**src/rtl/isa_decode_pkg.sv**
```systemverilog
package isa_decode_pkg;

  // Logical function indices; lower index has higher select priority.
  typedef enum logic [2:0] {
    FN_SYNTH  = 3'd0,
    FN_LEGACY = 3'd1,
    FN_GAME   = 3'd2,
    FN_MIDI   = 3'd3,
    FN_CDROM  = 3'd4,
    FN_MODEM  = 3'd5,
    FN_WAVE   = 3'd6,
    FN_CTRL   = 3'd7
  } fn_id_e;

  localparam int unsigned FN_COUNT  = 8;
  localparam int unsigned NARROW_AW = 10;
  localparam int unsigned FULL_AW   = 12;
  localparam int unsigned BUS_AW    = 16;
  localparam int unsigned WINSZ_W   = 4;

  // Functions that compare the full 12-bit space.
  localparam logic [FN_COUNT-1:0] FULL_CMP_SET = 8'b1100_0000;
  // Functions whose pins carry the upper address nibble in wide mode.
  localparam logic [FN_COUNT-1:0] PIN_SHARED_SET = 8'b0011_0000;

endpackage

```
**src/rtl/isa_cycle_qual.sv**
```systemverilog
module isa_cycle_qual #(
  parameter int unsigned BUS_W  = 16,
  parameter int unsigned FULL_W = 12
) (
  input  logic                 clk,
  input  logic                 rst_n,
  input  logic [BUS_W-1:0]     sa,
  input  logic                 aen,
  input  logic                 ior_n,
  input  logic                 iow_n,
  input  logic                 wide_mode,
  output logic                 cycle_ok,
  output logic                 upper_ok
);

  localparam int unsigned HI_W = BUS_W - FULL_W;

  logic [HI_W-1:0] sa_hi;
  logic            strobe_act;

  always_comb begin
    sa_hi      = sa[BUS_W-1:FULL_W];
    strobe_act = ~ior_n | ~iow_n;
    cycle_ok   = strobe_act & ~aen;
    upper_ok   = ~wide_mode | ~|sa_hi;
  end

  // a DMA cycle never qualifies
  a_r6_dma_blocks: assert property (@(posedge clk) disable iff (!rst_n)
    aen |-> !cycle_ok);
  // idle strobes never qualify
  a_r7_idle_blocks: assert property (@(posedge clk) disable iff (!rst_n)
    (ior_n && iow_n) |-> !cycle_ok);
  // narrow mode ignores the upper nibble
  a_r4_narrow_ignores_hi: assert property (@(posedge clk) disable iff (!rst_n)
    !wide_mode |-> upper_ok);

endmodule

```
**src/rtl/isa_dev_match.sv**
```systemverilog
module isa_dev_match #(
  parameter int unsigned CMP_W  = 10,
  parameter int unsigned FULL_W = 12,
  parameter int unsigned WIN_W  = 4
) (
  input  logic [FULL_W-1:0] addr,
  input  logic [FULL_W-1:0] base,
  input  logic [WIN_W-1:0]  win_log2,
  input  logic              en,
  output logic              hit
);

  logic [CMP_W-1:0] cmp_mask;
  logic [CMP_W-1:0] diff;
  logic             alias_ok;

  always_comb begin
    for (int b = 0; b < CMP_W; b++) begin
      cmp_mask[b] = (int'(win_log2) <= b);
    end
    diff = (addr[CMP_W-1:0] ^ base[CMP_W-1:0]) & cmp_mask;
  end

  generate
    if (CMP_W < FULL_W) begin : g_narrow
      // Narrow decoders demand zero in the bits they do not compare.
      always_comb alias_ok = ~|addr[FULL_W-1:CMP_W];
    end else begin : g_full
      always_comb alias_ok = 1'b1;
    end
  endgenerate

  always_comb hit = en & alias_ok & ~|diff;

endmodule

```
**src/rtl/isa_prio_pick.sv**
```systemverilog
module isa_prio_pick #(
  parameter int unsigned N = 8
) (
  input  logic         clk,
  input  logic         rst_n,
  input  logic [N-1:0] req,
  output logic [N-1:0] gnt,
  output logic         any,
  output logic         multi
);

  logic [N-1:0] seen;

  always_comb begin
    seen[0] = 1'b0;
    for (int i = 1; i < N; i++) begin
      seen[i] = seen[i-1] | req[i-1];
    end
    gnt   = req & ~seen;
    any   = |req;
    multi = |(req & seen);
  end

  // at most one grant, and only to a requester
  a_r10_onehot: assert property (@(posedge clk) disable iff (!rst_n)
    $onehot0(gnt));
  a_r10_grant_subset: assert property (@(posedge clk) disable iff (!rst_n)
    (gnt & ~req) == '0);
  a_r10_multi_count: assert property (@(posedge clk) disable iff (!rst_n)
    multi == ($countones(req) > 1));
  a_r11_any_grant: assert property (@(posedge clk) disable iff (!rst_n)
    any == (gnt != '0));

endmodule

```
**src/rtl/isa_io_decode.sv**
```systemverilog
module isa_io_decode
  import isa_decode_pkg::*;
#(
  parameter int unsigned NUM_DEV  = FN_COUNT,
  parameter int unsigned NARROW_W = NARROW_AW,
  parameter int unsigned FULL_W   = FULL_AW,
  parameter int unsigned BUS_W    = BUS_AW,
  parameter int unsigned WIN_W    = WINSZ_W,
  parameter logic [NUM_DEV-1:0] WIDE_SET   = FULL_CMP_SET,
  parameter logic [NUM_DEV-1:0] SHARED_SET = PIN_SHARED_SET
) (
  input  logic                      clk,
  input  logic                      rst_n,
  input  logic [BUS_W-1:0]          sa,
  input  logic                      aen,
  input  logic                      ior_n,
  input  logic                      iow_n,
  input  logic                      wide_mode,
  input  logic [NUM_DEV-1:0]        dev_en,
  input  logic [NUM_DEV*FULL_W-1:0] dev_base,
  input  logic [NUM_DEV*WIN_W-1:0]  dev_win,
  output logic [NUM_DEV-1:0]        dev_sel,
  output logic                      sel_valid,
  output logic                      sel_conflict
);

  logic               cycle_ok;
  logic               upper_ok;
  logic [NUM_DEV-1:0] raw_hit;
  logic [NUM_DEV-1:0] cand;

  isa_cycle_qual #(.BUS_W(BUS_W), .FULL_W(FULL_W)) u_qual (
    .clk       (clk),
    .rst_n     (rst_n),
    .sa        (sa),
    .aen       (aen),
    .ior_n     (ior_n),
    .iow_n     (iow_n),
    .wide_mode (wide_mode),
    .cycle_ok  (cycle_ok),
    .upper_ok  (upper_ok)
  );

  for (genvar i = 0; i < NUM_DEV; i++) begin : g_dev
    localparam int unsigned CW = WIDE_SET[i] ? FULL_W : NARROW_W;
    isa_dev_match #(.CMP_W(CW), .FULL_W(FULL_W), .WIN_W(WIN_W)) u_match (
      .addr     (sa[FULL_W-1:0]),
      .base     (dev_base[i*FULL_W +: FULL_W]),
      .win_log2 (dev_win[i*WIN_W +: WIN_W]),
      .en       (dev_en[i]),
      .hit      (raw_hit[i])
    );
  end

  always_comb begin
    cand = raw_hit & ~({NUM_DEV{wide_mode}} & SHARED_SET);
    cand = cand & {NUM_DEV{cycle_ok & upper_ok}};
  end

  isa_prio_pick #(.N(NUM_DEV)) u_pick (
    .clk   (clk),
    .rst_n (rst_n),
    .req   (cand),
    .gnt   (dev_sel),
    .any   (sel_valid),
    .multi (sel_conflict)
  );

  // no select during a DMA cycle
  a_r6_no_sel_dma: assert property (@(posedge clk) disable iff (!rst_n)
    aen |-> dev_sel == '0);
  // no select without a strobe
  a_r7_no_sel_idle: assert property (@(posedge clk) disable iff (!rst_n)
    (ior_n && iow_n) |-> dev_sel == '0);
  // wide mode blocks a nonzero upper nibble
  a_r4_upper_nibble: assert property (@(posedge clk) disable iff (!rst_n)
    (wide_mode && sa[BUS_W-1:FULL_W] != '0) |-> dev_sel == '0);
  // pin-shared functions are off in wide mode
  a_r5_shared_off: assert property (@(posedge clk) disable iff (!rst_n)
    wide_mode |-> (dev_sel & SHARED_SET) == '0);
  // ten-bit functions never answer above the 1 KiB space
  a_r2_narrow_alias: assert property (@(posedge clk) disable iff (!rst_n)
    (sa[FULL_W-1:NARROW_W] != '0) |-> (dev_sel & ~WIDE_SET) == '0);
  // disabled functions are never selected
  a_r8_disabled: assert property (@(posedge clk) disable iff (!rst_n)
    (dev_sel & ~dev_en) == '0);
  // a conflict implies a valid select
  a_r10_conflict_valid: assert property (@(posedge clk) disable iff (!rst_n)
    sel_conflict |-> sel_valid);

endmodule

```
**config.mk**
```make
export PLATFORM = sky130hd
export DESIGN_NAME = isa_io_decode
export DESIGN_NICKNAME = d
export VERILOG_FILES = /design/src/rtl/isa_decode_pkg.sv /design/src/rtl/isa_cycle_qual.sv /design/src/rtl/isa_dev_match.sv /design/src/rtl/isa_prio_pick.sv /design/src/rtl/isa_io_decode.sv
export SDC_FILE = /design/constraint.sdc
export NUM_CORES = 1
export LEC_CHECK = 0
export ABC_AREA = 0
export BUFFER_PORTS_ARGS = -buffer_cell sky130_fd_sc_hd__buf_2
export CAP_MARGIN = 20
export CELL_PAD_IN_SITES_DETAIL_PLACEMENT = 0
export CELL_PAD_IN_SITES_GLOBAL_PLACEMENT = 2
export CORE_MARGIN = 2
export CORE_UTILIZATION = 19
export DETAILED_ROUTE_END_ITERATION = 8
export GPL_TIMING_DRIVEN = 0
export PLACE_DENSITY_LB_ADDON = 0.1
export REMOVE_ABC_BUFFERS = 1
export SYNTH_ARGS = -nofsm -noshare
export SYNTH_HDL_FRONTEND = slang
export SYNTH_SLANG_ARGS = --single-unit
```
**constraint.sdc**
```tcl
create_clock -name vclk -period 5.6
set_clock_uncertainty 0.15 [all_clocks]
set_input_delay 0.56 -clock vclk [all_inputs]
set_output_delay 0.56 -clock vclk [all_outputs]
set_load 0.02 [all_outputs]
```
# --- Word-level counts from Yosys, hierarchy flattened ---
# Index checks and enable logic that the tools add are counted.
# W data, S select, Z words.
word_totals:
  output_inout_bits: 10
  regBits: 0
  input_bits: 158
op_classes:
  n_reduce_logical: 22
  n_lt_le_gt_ge: 84
  bitwise: 50
op_table:
  columns: ["cell", "n"]
  rows:
  - ["$le A4 B3 Y1 const B", 32]
  - ["$le A4 B4 Y1 const B", 20]
  - ["$le A4 B1 Y1 const B", 16]
  - ["$le A4 B2 Y1 const B", 16]
  - ["$and A10 B10 Y10", 6]
  - ["$reduce_or A10 Y1", 6]
  - ["$xor A10 B10 Y10", 6]
  - ["$and A8 B8 Y8", 4]
  - ["$and A12 B12 Y12", 2]
  - ["$reduce_or A12 Y1", 2]
  - ["$xor A12 B12 Y12", 2]
  - ["$and A1 B1 Y1", 16]
  - ["$reduce_or A8 Y1", 2]
  - ["$logic_not A1 Y1", 10]
  - ["$not A6 Y8", 1]
  - ["$not A8 Y8", 1]
  - ["$or A1 B1 Y1", 8]
  - ["$not A1 Y1", 4]
  - ["$reduce_or A4 Y1", 1]
  - ["$reduce_or A2 Y1", 1]

# --- Longest topological paths before layout ---
logic_depth:
  word_depth: 15
  ltp_mapped: 9

# --- Hierarchy ---
# Synthesis repeated with hierarchy kept, for this count alone.
unflattened:
  hier_cells: 246
  hier_area_um2: 1734.2
by_module_without_submodules:
  columns: ["mod", "area_each_um2", "cells_per_inst", "instances"]
  rows:
  - ["isa_dev_match (g_dev[0].u_match ...)", 178.9, 26, 6]
  - ["isa_dev_match (g_dev[6].u_match ...)", 210.2, 29, 2]
  - ["isa_prio_pick", 153.9, 22, 1]
  - ["isa_io_decode", 65.1, 8, 1]
  - ["isa_cycle_qual", 21.3, 2, 1]

# --- Worst setup path before layout ---
# OpenSTA, ideal clock, no wires.
synth_timing:
  kind: "input -> output"
  startpoint: "input port sa[6]"
  endpoint: "output port sel_conflict"
  t_required_ns: 4.890
  cell_stages: 8
  arrival_time_ns: 2.600
  path_buffers: 1
  setup_slack_ns: 2.290
  path_cell_list: "buf_4 -> xor2_1 -> a211oi_1 -> o21ai_0 -> a211oi_4 -> nor3_1 -> o21ba_2 -> o31ai_1"
synth_between:
  elab_chain_len: 15
  elab_cells_between_ends: 50
  classes_between: "33 x bitwise; 17 x reduce/logical"
synth_rtl:
  columns: ["item", "line_no", "text"]
  rows:
  - ["start: declaration", "isa_io_decode.sv:14", "input logic [BUS_W-1:0] sa,"]
  - ["$xor A10 B10 Y10", "isa_dev_match.sv:21", "diff = (addr[CMP_W-1:0] ^ base[CMP_W-1:0]) & cmp_mask;"]
  - ["$and A10 B10 Y10", "isa_dev_match.sv:21", null]
  - ["$reduce_or A10 Y1", "isa_dev_match.sv:33", "always_comb hit = en & alias_ok & ~|diff;"]
  - ["$logic_not A1 Y1", "isa_dev_match.sv:33", null]
  - ["$and A1 B1 Y1", "isa_dev_match.sv:33", null]
  - ["$and A8 B8 Y8 *", "isa_io_decode.sv:56", "cand = raw_hit & ~({NUM_DEV{wide_mode}} & SHARED_SET);"]
  - ["$and A8 B8 Y8 *", "isa_io_decode.sv:57", "cand = cand & {NUM_DEV{cycle_ok & upper_ok}};"]
  - ["$or A1 B1 Y1 (6 in series)", "isa_prio_pick.sv:17", "seen[i] = seen[i-1] | req[i-1];"]
  - ["$and A8 B8 Y8 *", "isa_prio_pick.sv:21", "multi = |(req & seen);"]
  - ["$reduce_or A8 Y1 *", "isa_prio_pick.sv:21", null]
  - ["end: declaration", "isa_io_decode.sv:24", "output logic sel_conflict"]
# Every way passes the cells marked *; elsewhere a longest branch is shown, timed or not.

# --- Final worst setup path ---
layout_timing:
  startpoint: "input port sa[13]"
  endpoint: "output port sel_conflict"
layout_between:
  elab_chain_len: 13
layout_rtl:
  columns: ["item", "line_no", "text"]
  rows:
  - ["$reduce_or A4 Y1 *", "isa_cycle_qual.sv:25", "upper_ok = ~wide_mode | ~|sa_hi;"]
  - ["$logic_not A1 Y1 *", "isa_cycle_qual.sv:25", null]
  - ["$or A1 B1 Y1 *", "isa_cycle_qual.sv:25", null]
  - ["$and A1 B1 Y1 *", "isa_io_decode.sv:57", null]
  - ["$and A8 B8 Y8 *", "isa_io_decode.sv:57", null]
  - ["$or A1 B1 Y1 (6 in series)", "isa_prio_pick.sv:17", null]
  - ["$and A8 B8 Y8 *", "isa_prio_pick.sv:21", null]
  - ["$reduce_or A8 Y1 *", "isa_prio_pick.sv:21", null]
# Marks and branches as above.

==> out/results.txt <==
# fillers - 1062
synthesis-to-layout area growth - 47.4%
first-pass GRT wire length - 11.6 mm
Hold Path Sink - dev_sel[0]
Hold Buf Count CTS - 0
I/O pin count - 168
status - finished clean
synthesized area - 1750 um^2
Setup WS post-layout - 1.99 ns
Setup crit end kind - output pin
Cells after Synth - 244
Final Hold Fails - 0
sequential cell count - 0
most common cell after layout, fill and taps aside - buf_2
max-slew violations - 0
std cell rows - 35
hold_sp - dev_en[0]
vias in the first global route - 2276
# setup viols final - 0
number of remaining DRC errors - 0
Final nets - 548
Starting Density - 19.2%
Placeable Area - 9110 um^2
Final Power - 185 uW
HP Class - in2out
Setup WS pre-CTS - 1.89 ns
switch share - 50.5%
1st-iter DRT viols - 52
CP max FO - 6
Psw - 93.5 uW
HPWL after detailed placement - 6.62 mm
most used routing layer - met2
number of cells on the worst hold path - 4
share of layout cells above drive strength 1 - 42.0%
synth warn - 0
WP data arrival - 2.90 ns
maximum vdd drop - 0.0265 mV
number of post-CTS setup repair buffers - 0
most frequent cells in the layout - 154 x buf_2, 48 x xnor2_1, 36 x xor2_1
Setup Crit Path Kind - in2out
Unique masters post-synth - 49
Max-Cap Viols - 0
gr ovfl total - 0
Antenna diodes - 0
Slew headroom - 65.7%
Routed Antenna Nets - 0
initial antenna violation count - 0
RSZ-0062 raised after global routing - no
drt first pass iters - 4
DRT Wirelength - 7.95 mm
clock power share - 0%
via count - 2263
register area - 0 um^2
die width - 100 um
register share of total power - 0%
Post-Route Setup TNS - 0 ns
Tot GR Track Use - 15.0%
final worst-path cycle share - 64.5%
Pleak - 1.20 nW
WL/cell - 15.9 um
met2 Use GR - 27.8%
power per cell area - 71.8 nW/um^2
GP Congestion - 0.762
Slew @ Worst Pin - 0.509 ns
Vias/cell - 4.54
required time worst endpoint - 4.89 ns
placed cell area - 2580 um^2
Combinational Power Share - 100.0%
met3 Use GR - 3.06%
design internal power - 91.8 uW
largest net degree at the start of global routing - 9
die footprint - 10000 um^2
CP Launch Type - input port
met1 global-route usage - 19.0%
fin crit period - 3.61 ns
port bufs - 154
fmax - 0.277 GHz
Seq/Total Area, Yosys - 0%
Post-Layout Inst Area - 2580 um^2
syn_area_per_cell - 7.17 um^2
clock buffers - 0
post_cts resized - 0
die height - 100 um
==> logic make-up (layout without fill, tap and decap cells) <==
logic type	Yosys count	in the layout	synth area share (%)
xor+xnor	84	84	42.0
fa+ha+maj	1	1	0.643
simple gates	60	60	17.1
buf+inv	16	160	5.86
compound gates	83	83	34.4
==> cell type report <==
cell class	instances	area, um^2	area share (%)
Multi-Input combinational cell	228	1650	63.9
Timing Repair Buffer	154	771	29.9
Tap cell	111	139	5.38
Inverter	6	22.5	0.873
==> Yosys cell counts (3+ instances only) <==
cell / n / share of area [%]
xnor2_1: 48 / 24
xor2_1: 36 / 18
a21oi_1: 19 / 5.4
nand2_1: 18 / 3.9
o21ai_0: 17 / 4.9
nor2_1: 13 / 2.8
a211oi_1: 9 / 3.9
inv_1: 6 / 1.3
nor3_1: 6 / 1.7
nand3_1: 5 / 1.4
buf_2: 4 / 1.1
buf_6: 4 / 2.6
o2111ai_1: 4 / 2.0
nand2b_1: 3 / 1.1
o21a_1: 3 / 1.3
o41ai_1: 3 / 1.5
==> worst max path at each step <==
stage / start / to / slack (ns) / cells past startpoint
detailed placement: sa[13] / sel_conflict / 1.89 / 10
CTS: sa[13] / sel_conflict / 1.89 / 10
global placement: sa[13] / sel_conflict / 1.90 / 10
global route: sa[13] / sel_conflict / 1.81 / 10
finish: sa[13] / sel_conflict / 1.99 / 10
floorplan: sa[13] / sel_conflict / 2.30 / 7
==> metrics by stage <==
stage | utilization, % | hold slack (ns) | instances
2_1_floorplan | - | 1.14 | 234
3_3_place_gp | 28.3 | 1.42 | 499
3_5_place_dp | 28.3 | 1.42 | 499
4_1_cts | 28.3 | 1.42 | 499
5_1_grt | 28.3 | 1.44 | 499
6_report | 28.3 | 1.41 | 499
==> metal layers <==
metal  wire, um  share of wire, %
met1       3480                44
met2       3820                48
met3        657               8.3
met4          0                 0
met5          0                 0
==> critical path, stage by stage <==
cell and delay, ns:
buf_2 0.10, o41a_1 0.45, nor2_2 0.32, nand4_1 0.20
a211oi_4 0.36, nor2b_2 0.11, and4_4 0.20, maj3_2 0.29
o31ai_1 0.09, buf_2 0.22
==> power by group through the flow <==
stage	clock, mW	sequential, mW	combinational, mW
after global routing	0	0	0.208
after CTS	0	0	0.189
after detailed placement	0	0	0.188
final	0	0	0.185
after floorplan	0	0	0.0900
after global placement	0	0	0.189
No activity file was read; power rests on OpenSTA's default activity.
